`config.mk`:
```
export PLATFORM = sky130hd
export DESIGN_NAME = i2c_lux_target
export DESIGN_NICKNAME = d
export VERILOG_FILES = /design/src/rtl/i2c_tgt_pkg.sv /design/src/rtl/i2c_pin_sync.sv /design/src/rtl/i2c_stall_wdog.sv /design/src/rtl/i2c_reg_bank.sv /design/src/rtl/i2c_lux_target.sv
export SDC_FILE = /design/constraint.sdc
export NUM_CORES = 1
export LEC_CHECK = 0
export BUFFER_PORTS_ARGS = -buffer_cell sky130_fd_sc_hd__buf_2
export CORE_AREA = 2 2 107 109
export DETAILED_ROUTE_END_ITERATION = 8
export DIE_AREA = 0 0 109 111
export PLACE_DENSITY = 0.73
export SLEW_MARGIN = 20
export SYNTH_ARGS = -nofsm -noshare
export SYNTH_HDL_FRONTEND = slang
export SYNTH_HIERARCHICAL = 1
export SYNTH_SLANG_ARGS = --single-unit
```
`constraint.sdc`:
```
create_clock -name clk -period 2.69 [get_ports clk]
set_input_delay 0.538 -clock clk [delete_from_list [all_inputs] [get_ports clk]]
set_output_delay 0.538 -clock clk [all_outputs]
set_load 0.005 [all_outputs]
```
`src/rtl/i2c_tgt_pkg.sv`:
```
package i2c_tgt_pkg;

    typedef enum logic [2:0] {
        ST_IDLE,
        ST_RX,
        ST_ACK,
        ST_TX,
        ST_MACK
    } eng_st_e;

    typedef enum logic [1:0] {
        WP_PTR,
        WP_HI,
        WP_LO
    } wr_phase_e;

    localparam logic [7:0] PTR_RESULT = 8'h00;
    localparam logic [7:0] PTR_CFG    = 8'h01;
    localparam logic [7:0] PTR_LOLIM  = 8'h02;
    localparam logic [7:0] PTR_HILIM  = 8'h03;
    localparam logic [7:0] PTR_MFR    = 8'h7E;
    localparam logic [7:0] PTR_DEVID  = 8'h7F;

    localparam logic [15:0] RST_CFG   = 16'hC810;
    localparam logic [15:0] RST_LOLIM = 16'hC000;
    localparam logic [15:0] RST_HILIM = 16'hBFFF;
    localparam logic [15:0] VAL_MFR   = 16'h5449;
    localparam logic [15:0] VAL_DEVID = 16'h3001;

    typedef struct packed {
        logic [15:0] cfg;
        logic [15:0] lolim;
        logic [15:0] hilim;
    } regs_s;

    typedef struct packed {
        eng_st_e    st;
        logic [3:0] cnt;
        logic [7:0] sh;
        logic       is_addr;
        logic       rd;
        wr_phase_e  wph;
        logic [7:0] ptr;
        logic [7:0] hold;
        logic       hi_next;
        logic       mack;
        logic       oe;
    } eng_s;

endpackage

```
`src/rtl/i2c_pin_sync.sv`:
```
module i2c_pin_sync #(
    parameter int STAGES = 2
) (
    input  logic clk,
    input  logic rst_n,
    input  logic scl_i,
    input  logic sda_i,
    output logic scl_s,
    output logic sda_s,
    output logic scl_rise,
    output logic scl_fall,
    output logic start_ev,
    output logic stop_ev
);
    localparam int DEPTH = STAGES + 1;

    logic [1:0] pin_raw;
    logic [1:0] cur;
    logic [1:0] prev;

    assign pin_raw = {scl_i, sda_i};

    for (genvar g = 0; g < 2; g++) begin : g_pin
        logic [DEPTH-1:0] pipe_d, pipe_q;

        always_comb pipe_d = {pipe_q[DEPTH-2:0], pin_raw[g]};

        always_ff @(posedge clk or negedge rst_n) begin
            if (!rst_n) pipe_q <= '1;
            else        pipe_q <= pipe_d;
        end

        assign cur[g]  = pipe_q[STAGES-1];
        assign prev[g] = pipe_q[STAGES];
    end

    assign scl_s    = cur[1];
    assign sda_s    = cur[0];
    assign scl_rise = cur[1] & ~prev[1];
    assign scl_fall = ~cur[1] & prev[1];
    assign start_ev = cur[1] & prev[1] & prev[0] & ~cur[0];
    assign stop_ev  = cur[1] & prev[1] & ~prev[0] & cur[0];

endmodule

```
`src/rtl/i2c_stall_wdog.sv`:
```
module i2c_stall_wdog #(
    parameter int LIMIT = 1000
) (
    input  logic clk,
    input  logic rst_n,
    input  logic scl_s,
    output logic tmo
);
    localparam int W = $clog2(LIMIT + 1);
    localparam logic [W-1:0] LIM_TOP = W'(LIMIT);
    localparam logic [W-1:0] LIM_M1  = W'(LIMIT - 1);

    logic [W-1:0] cnt_d, cnt_q;

    always_comb begin
        if (scl_s)                 cnt_d = '0;
        else if (cnt_q == LIM_TOP) cnt_d = cnt_q;
        else                       cnt_d = cnt_q + 1'b1;
    end

    always_ff @(posedge clk or negedge rst_n) begin
        if (!rst_n) cnt_q <= '0;
        else        cnt_q <= cnt_d;
    end

    assign tmo = ~scl_s & (cnt_q == LIM_M1);


    stall_hold_chk: assert property (@(posedge clk) disable iff (!rst_n)
        tmo |=> (cnt_q == LIM_TOP));

endmodule

```
`src/rtl/i2c_reg_bank.sv`:
```
module i2c_reg_bank
    import i2c_tgt_pkg::*;
(
    input  logic        clk,
    input  logic        rst_n,
    input  logic        wr_en,
    input  logic [7:0]  ptr,
    input  logic [15:0] wr_data,
    input  logic [15:0] result_i,
    output logic [15:0] rd_data
);
    regs_s regs_d, regs_q;

    always_comb begin
        regs_d = regs_q;
        if (wr_en) begin
            case (ptr)
                PTR_CFG:   regs_d.cfg   = wr_data;
                PTR_LOLIM: regs_d.lolim = wr_data;
                PTR_HILIM: regs_d.hilim = wr_data;
                default:   ;
            endcase
        end
    end

    always_ff @(posedge clk or negedge rst_n) begin
        if (!rst_n) begin
            regs_q.cfg   <= RST_CFG;
            regs_q.lolim <= RST_LOLIM;
            regs_q.hilim <= RST_HILIM;
        end else begin
            regs_q <= regs_d;
        end
    end

    always_comb begin
        case (ptr)
            PTR_RESULT: rd_data = result_i;
            PTR_CFG:    rd_data = regs_q.cfg;
            PTR_LOLIM:  rd_data = regs_q.lolim;
            PTR_HILIM:  rd_data = regs_q.hilim;
            PTR_MFR:    rd_data = VAL_MFR;
            PTR_DEVID:  rd_data = VAL_DEVID;
            default:    rd_data = 16'h0000;
        endcase
    end


    ro_write_ignored_chk: assert property (@(posedge clk) disable iff (!rst_n)
        (wr_en && ptr != PTR_CFG && ptr != PTR_LOLIM && ptr != PTR_HILIM)
        |=> $stable(regs_q));

endmodule

```
`src/rtl/i2c_lux_target.sv`:
```
module i2c_lux_target
    import i2c_tgt_pkg::*;
#(
    parameter logic [6:0] DEV_ADDR    = 7'h44,
    parameter int         CLK_HZ      = 125_000_000,
    parameter int         STALL_US    = 28_000,
    parameter int         STALL_CYC   = (CLK_HZ / 1_000_000) * STALL_US,
    parameter int         SYNC_STAGES = 2
) (
    input  logic        clk,
    input  logic        rst_n,
    input  logic        scl_i,
    input  logic        sda_i,
    input  logic [15:0] result_i,
    output logic        sda_oe_o
);
    logic scl_s, sda_s, scl_rise, scl_fall, start_ev, stop_ev;
    logic tmo;
    logic wr_en;
    logic [15:0] wr_data, rd_data;
    logic [7:0]  tx_byte;
    eng_s eng_d, eng_q;

    i2c_pin_sync #(.STAGES(SYNC_STAGES)) sync_i (
        .clk(clk), .rst_n(rst_n), .scl_i(scl_i), .sda_i(sda_i),
        .scl_s(scl_s), .sda_s(sda_s), .scl_rise(scl_rise), .scl_fall(scl_fall),
        .start_ev(start_ev), .stop_ev(stop_ev)
    );

    i2c_stall_wdog #(.LIMIT(STALL_CYC)) wdog_i (
        .clk(clk), .rst_n(rst_n), .scl_s(scl_s), .tmo(tmo)
    );

    i2c_reg_bank bank_i (
        .clk(clk), .rst_n(rst_n), .wr_en(wr_en), .ptr(eng_q.ptr),
        .wr_data(wr_data), .result_i(result_i), .rd_data(rd_data)
    );

    assign wr_data = {eng_q.hold, eng_q.sh};
    assign tx_byte = eng_q.hi_next ? rd_data[15:8] : rd_data[7:0];

    always_comb begin
        eng_d = eng_q;
        wr_en = 1'b0;
        if (tmo) begin
            eng_d.st = ST_IDLE;
            eng_d.oe = 1'b0;
        end else if (start_ev) begin
            eng_d.st      = ST_RX;
            eng_d.is_addr = 1'b1;
            eng_d.cnt     = '0;
            eng_d.oe      = 1'b0;
        end else if (stop_ev) begin
            eng_d.st = ST_IDLE;
            eng_d.oe = 1'b0;
        end else begin
            case (eng_q.st)
                ST_RX: begin
                    if (scl_rise && eng_q.cnt < 4'd8) begin
                        eng_d.sh  = {eng_q.sh[6:0], sda_s};
                        eng_d.cnt = eng_q.cnt + 4'd1;
                    end else if (scl_fall && eng_q.cnt == 4'd8) begin
                        if (eng_q.is_addr) begin
                            if (eng_q.sh[7:1] == DEV_ADDR) begin
                                eng_d.st      = ST_ACK;
                                eng_d.oe      = 1'b1;
                                eng_d.rd      = eng_q.sh[0];
                                eng_d.wph     = WP_PTR;
                                eng_d.hi_next = 1'b1;
                            end else begin
                                eng_d.st = ST_IDLE;
                            end
                        end else begin
                            eng_d.st = ST_ACK;
                            eng_d.oe = 1'b1;
                            case (eng_q.wph)
                                WP_PTR: begin
                                    eng_d.ptr = eng_q.sh;
                                    eng_d.wph = WP_HI;
                                end
                                WP_HI: begin
                                    eng_d.hold = eng_q.sh;
                                    eng_d.wph  = WP_LO;
                                end
                                default: begin
                                    wr_en     = 1'b1;
                                    eng_d.wph = WP_HI;
                                end
                            endcase
                        end
                    end
                end
                ST_ACK: begin
                    if (scl_fall) begin
                        eng_d.cnt = '0;
                        if (eng_q.rd) begin
                            eng_d.st      = ST_TX;
                            eng_d.sh      = tx_byte;
                            eng_d.oe      = ~tx_byte[7];
                            eng_d.hi_next = ~eng_q.hi_next;
                        end else begin
                            eng_d.st      = ST_RX;
                            eng_d.is_addr = 1'b0;
                            eng_d.oe      = 1'b0;
                        end
                    end
                end
                ST_TX: begin
                    if (scl_rise && eng_q.cnt < 4'd8) begin
                        eng_d.cnt = eng_q.cnt + 4'd1;
                    end else if (scl_fall) begin
                        if (eng_q.cnt == 4'd8) begin
                            eng_d.oe = 1'b0;
                            eng_d.st = ST_MACK;
                        end else begin
                            eng_d.sh = {eng_q.sh[6:0], 1'b0};
                            eng_d.oe = ~eng_q.sh[6];
                        end
                    end
                end
                ST_MACK: begin
                    if (scl_rise) begin
                        eng_d.mack = ~sda_s;
                    end else if (scl_fall) begin
                        if (eng_q.mack) begin
                            eng_d.st      = ST_TX;
                            eng_d.cnt     = '0;
                            eng_d.sh      = tx_byte;
                            eng_d.oe      = ~tx_byte[7];
                            eng_d.hi_next = ~eng_q.hi_next;
                        end else begin
                            eng_d.st = ST_IDLE;
                        end
                    end
                end
                default: ;
            endcase
        end
    end

    always_ff @(posedge clk or negedge rst_n) begin
        if (!rst_n) begin
            eng_q <= '{st: ST_IDLE, cnt: '0, sh: '0, is_addr: 1'b0, rd: 1'b0,
                       wph: WP_PTR, ptr: '0, hold: '0, hi_next: 1'b1,
                       mack: 1'b0, oe: 1'b0};
        end else begin
            eng_q <= eng_d;
        end
    end

    assign sda_oe_o = eng_q.oe;


    oe_low_clock_chk: assert property (@(posedge clk) disable iff (!rst_n)
        $rose(sda_oe_o) |-> !$past(scl_s));


    stall_idle_chk: assert property (@(posedge clk) disable iff (!rst_n)
        tmo |=> (eng_q.st == ST_IDLE) && !sda_oe_o);


    stop_release_chk: assert property (@(posedge clk) disable iff (!rst_n)
        stop_ev |=> (eng_q.st == ST_IDLE) && !sda_oe_o);


    restart_addr_chk: assert property (@(posedge clk) disable iff (!rst_n)
        start_ev |=> (eng_q.st == ST_RX) && eng_q.is_addr && (eng_q.cnt == 4'd0));

endmodule

```
* After elaboration in Yosys (flattened, before gate mapping)
Cells that the tools add are included.
** Word-level totals
- Register bits :: 114
- Bits of input ports :: 20
- Output and inout port bits :: 1
** Operators by class
- $add $sub $neg :: 2
- $lt $le $gt $ge :: 1
- Equal/unequal tests :: 48
- Muxes and demuxes :: 84
- Bitwise logic cells :: 20
- Reductions and logical operators :: 25
** Operators by type and width (number)
- 16-bit one-hot mux with 6 select lines :: 1
- 16-bit two-way mux :: 5
- 15-bit one-hot mux with 4 select lines :: 1
- 8-bit two-way mux :: 7
- 5-bit != test (second input constant) :: 10
- 3-bit two-way mux :: 16
- 22-bit == test (second input constant) :: 2
- 22-bit two-way mux :: 2
- 20-bit two-way mux :: 2
- 1-bit two-way mux :: 35
- 34-bit two-way mux :: 1
- 15-bit two-way mux :: 2
- 2-bit != test (second input constant) :: 15
- 13-bit AND reduction :: 2
- 12-bit two-way mux :: 2
- 8-bit AND reduction :: 3
- 22-bit by 1-bit adder with 22-bit output (second input constant) :: 1
- 19-bit two-way mux :: 1
- 3-bit != test (second input constant) :: 6
- 9-bit AND reduction :: 2
- 8-bit by 2-bit == test with 1-bit output (second input constant) :: 2
- 8-bit by 7-bit == test with 1-bit output (second input constant) :: 2
- 1-bit NOT :: 12
- 2-bit two-way mux :: 5
- other kinds (30) :: 43

* Depth between registers and ports, before layout
- Depth in word-level cells :: 16
- Mapped depth :: 10
- Mapped depth without buffers :: 9

* Modules after synthesis
The synthesis kept the hierarchy.
** By module, submodules not included
- i2c_reg_bank :: times used 1, cells each 162, area each 2457.4 sq um, sequential area each 1227.4 sq um
- i2c_lux_target :: times used 1, cells each 205, area each 2133.3 sq um, sequential area each 952.2 sq um
- i2c_stall_wdog :: times used 1, cells each 130, area each 1194.9 sq um, sequential area each 550.5 sq um
- i2c_pin_sync :: times used 1, cells each 10, area each 190.2 sq um, sequential area each 157.7 sq um

* Least setup slack after synthesis
OpenSTA, ideal clock, no wires.
- Path kind :: reg-to-reg
- Start point :: reg wdog_i.cnt_q[15]
- End point :: reg bank_i.regs_q[14]
- Library setup time :: 0.125 ns
- Arrival time :: 2.851 ns
- Required time :: 2.565 ns
- Path slack :: -0.286 ns
- Cell stages (with the launch flop) :: 11
- Clock period less this slack :: 2.976 ns
- Cells stage by stage :: dfrtp_1 > or3_1 > or4_1 > nor3_1 > nor2_1 > nand4_1 > nor3_1 > and3_1 > nand3_4 > buf_6 > mux2_2
** Between the ends
- Cells in the longest elaborated chain, start to end :: 4
** RTL lines
- start, declared :: RTL line i2c_stall_wdog.sv:13 : logic [W-1:0] cnt_d, cnt_q;
- start signal, assigned :: RTL line i2c_stall_wdog.sv:23 : else cnt_q <= cnt_d;
- 22-bit == test :: RTL line i2c_stall_wdog.sv:26 : assign tmo = ~scl_s & (cnt_q == LIM_M1);
- 1-bit bitwise AND :: RTL line i2c_stall_wdog.sv:26
- named net tmo :: RTL line i2c_lux_target.sv:18 : logic tmo;
- 1-bit two-way mux :: RTL line i2c_lux_target.sv:45 : if (tmo) begin
- named net wr_en :: RTL line i2c_lux_target.sv:19 : logic wr_en;
- 2-bit AND reduction (no source line)
- end signal, assigned :: RTL line i2c_reg_bank.sv:32 : regs_q <= regs_d;
- end, declared :: RTL line i2c_reg_bank.sv:12 : regs_s regs_d, regs_q;
The timed path passes the listed nets, and every way through them passes these cells.
A chain may end at the register's enable or synchronous reset.

* Worst setup path in the final report
- Start point :: reg wdog_i.cnt_q[17]
- End point :: reg bank_i.regs_q[6]
Same word-level chain as after synthesis.

==> results.cfg <==
[run_status]
status = complete, no violations

[grt]
grt_max_degree = 54
grt-ovfl-total = 0
grt_first_pass_wirelength_um = 22600
track_usage = 0.240
grt_pass1_vias = 4460
antenna_found_initial = 1

[cts]
postCtsResizedCells = 0
cts.sinks = 114
cts_tree = built
cts.path.max_buffers = 2
clkSlewWorstSetupHoldPaths_ns = 0.06
postCtsSetupRepairBufs = 0
clkLatencyLatePin_ns = 0.41
cts_buffers = 17
htree_levels = 4
hold_buffers = 0
cts_root_buf = clkbuf_16

[floorplanning]
io_pins = 21
die_w_um = 109
chipHeight_um = 111
start_util = 0.539
core_area_um2 = 11100
die_area_um2 = 12100
fp-row-count = 39

[power_and_ir_drop]
p_sw_mw = 1.70
p_clk_frac = 0.405
ir_drop_v = 0.000411
power_leakage_nw = 3.09
pwr-share-seq = 0.411
power_density_nw_per_um2 = 748
p_comb_frac = 0.184
p_int_mw = 3.54
sw_frac_of_total = 0.324

[route]
wirelength_um = 13300
firstDrtPassIters = 6
ant_nets = 0
drc_errors = 0
drtIter0Drc = 382
via_per_inst = 6.01
dr_total_vias = 4288
wire_per_inst_um = 18.6

[synthesis]
synth_ff_type = dfrtp_1
yosysSeqAreaShare = 0.483
postSynthNetCount = 531
synth_edf_count = 0
synth_area_um2 = 5980
ys_ff_latch = 114
synthArstFlopShare = 1.00
ys_warn_count = 6
synth_cell_types = 67
syn_avg_cell_area_um2 = 11.8
syn_inst = 507

[timing]
finalSetupViolCount = 0
fmax_mhz = 389
hold_violations = 0
skew_ns = 0.00946
tns_ns = 0
period_minus_slack_ns = 2.57
tightest_slew_ns = 0.647
max_slew_margin = 0.569
finalMaxSlewViolations = 0
rsz0062_at_grt = false
post-route-period-util = 0.956

[run]
drv_cap = 0

[setup_path]
r2r_slack_ns = 0.12
crit_type = reg -> reg
critPathLaunchType = flip-flop
slowest_delay_ns = 0.59
crit_required_ns = 3.02
critical_path_buf_inv_count = 1
r2r_cells = 10
reg2reg_from = wdog_i/cnt_q[17]
crit_cells = 10
crit_fanout = 8
critPathTopFamily = simple AND/OR/NAND/NOR gates
end_kind = flip-flop
cp-endpoint = bank_i/regs_q[6]
cp.arrival_ns = 2.91
reg2reg_to = bank_i/regs_q[6]
crit_chain = nand4b_1 -> or4_4 -> nor3_4 -> nor2_1 -> nand4_1 -> nor3_1 -> and3_1 -> nand3_4 -> buf_12 -> mux2_2
critPathSlowestCell = or4_4
startpoint = wdog_i/cnt_q[17]

[finish]
area_growth_pct = 17.3
post-route-util = 0.633
final_cells = 713
num-nets-final = 580
design_area_um2 = 7010
post_route_cells_drive_above_1_share = 0.395

[place]
placed_cells = 680
gp_congestion = 0.924
io_buffers = 20
dpl-instance-area_um2 = 6440
dp_hpwl_um = 9080

[hold_path]
hold_class = in -> async
-- how the worst min path moves through the flow --
| stage | startpoint | endpoint | slack (ns) | cells past startpoint |
|---|---|---|---|---|
| 2_1_floorplan | rst_n | bank_i/regs_q[14] | 0.24 | 0 |
| 3_3_place_gp | sync_i/g_pin[1].pipe_q[0] | sync_i/g_pin[1].pipe_q[1] | 0.35 | 0 |
| 3_5_place_dp | sync_i/g_pin[0].pipe_q[0] | sync_i/g_pin[0].pipe_q[1] | 0.35 | 0 |
| 4_1_cts | rst_n | eng_q[34] | 0.13 | 1 |
| 5_1_grt | rst_n | eng_q[32] | 0.16 | 1 |
| 6_report | rst_n | eng_q[34] | 0.11 | 1 |
-- power groups by stage --
| stage | sequential (mW) | combinational (mW) | clock (mW) |
|---|---|---|---|
| after floorplan | 2.01 | 0.779 | 0 |
| after global placement | 2.16 | 0.932 | 0 |
| after detailed placement | 2.17 | 0.956 | 0 |
| after CTS | 2.14 | 0.963 | 2.15 |
| after global routing | 2.17 | 1.07 | 2.24 |
| final | 2.15 | 0.966 | 2.12 |
-- layout by cell type (no fill, tap or decap), types with 5 or more instances in the layout --
cell type / instances
a21oi_1: 30
a31oi_1: 6
and3_1: 13
buf_12: 7
buf_2: 19
buf_4: 23
clkbuf_16: 17
dfrtp_1: 86
dfstp_2: 28
inv_1: 18
inv_6: 6
mux2_2: 79
mux2i_1: 8
mux4_2: 14
nand2_1: 22
nand2b_1: 6
nand3_1: 20
nand4_1: 6
nor2_1: 30
nor2b_1: 7
nor3_1: 7
nor4_1: 6
o21ai_0: 22
or3_1: 8
xnor2_1: 5
-- registers in the layout, indices dropped and copies added (netlist names) --
register	count
sync_i/g_pin.pipe_q	6
sda_oe_o	1
bank_i/regs_q	48
wdog_i/cnt_q	22
eng_q	37
-- per-layer routing --
layer | wire (um) | vias to the layer above | part of all wire | track usage
met1 | 6020 | 2172 | 0.45 | 0.330
met2 | 6510 | 105 | 0.49 | 0.371
li1 | - | 1991 | - | -
met5 | 0 | - | 0 | 0
met4 | 231 | 0 | 0.017 | 0.0923
met3 | 494 | 20 | 0.037 | 0.0553
-- final cells by class --
class | instances | area (um^2)
Multi-Input combinational cell | 356 | 2900
Clock buffer | 17 | 425
Fill cell | 830 | 4070
Sequential cell | 114 | 2890
Tap cell | 143 | 179
Clock inverter | 15 | 135
Timing Repair Buffer | 49 | 408
Inverter | 18 | 67.6
Antenna cell | 1 | 2.50
-- cells by family (layout without fill, tap and decap cells) --
kind of cell / after synthesis / in the layout / share of synthesized area
and+or+nand+nor: 162 / 162 / 0.164
other: 0 / 1 / 0
DFF: 114 / 114 / 0.483
AOI/OAI and AO/OA: 80 / 80 / 0.0831
buffers and inverters: 37 / 99 / 0.0335
xor gates and xnor gates: 9 / 9 / 0.0132
muxes: 101 / 101 / 0.215
adders and majority gates: 4 / 4 / 0.00838
-- synthesized netlist by cell type, types with 6 or more instances --
cell type,instances,share of area
nor2_1,30,0.019
nand2b_1,6,0.0063
a21oi_1,30,0.025
dfrtp_1,86,0.36
a31oi_1,6,0.0063
nor2b_1,7,0.0073
mux4_2,14,0.053
and3_1,13,0.014
mux2_2,79,0.15
nand4_1,6,0.0063
or3_1,8,0.0084
inv_1,18,0.011
o21ai_0,22,0.018
nand3_1,20,0.017
dfstp_2,28,0.12
nand2_1,22,0.014
nor3_1,8,0.0067
mux2i_1,8,0.013
nor4_1,6,0.0063
-- stage by stage --
| stage | power, mW | worst slack, ns | hold WS (ns) |
|---|---|---|---|
| CTS | 5.26 | 0.119 | 0.134 |
| finish | 5.24 | 0.119 | 0.115 |
| floorplan | 2.79 | 0.00686 | 0.242 |
| global route | 5.49 | 0.000132 | 0.161 |
| detailed placement | 3.13 | 0.136 | 0.347 |
| global placement | 3.10 | 0.179 | 0.347 |
No activity file was read; power rests on OpenSTA's default activity.
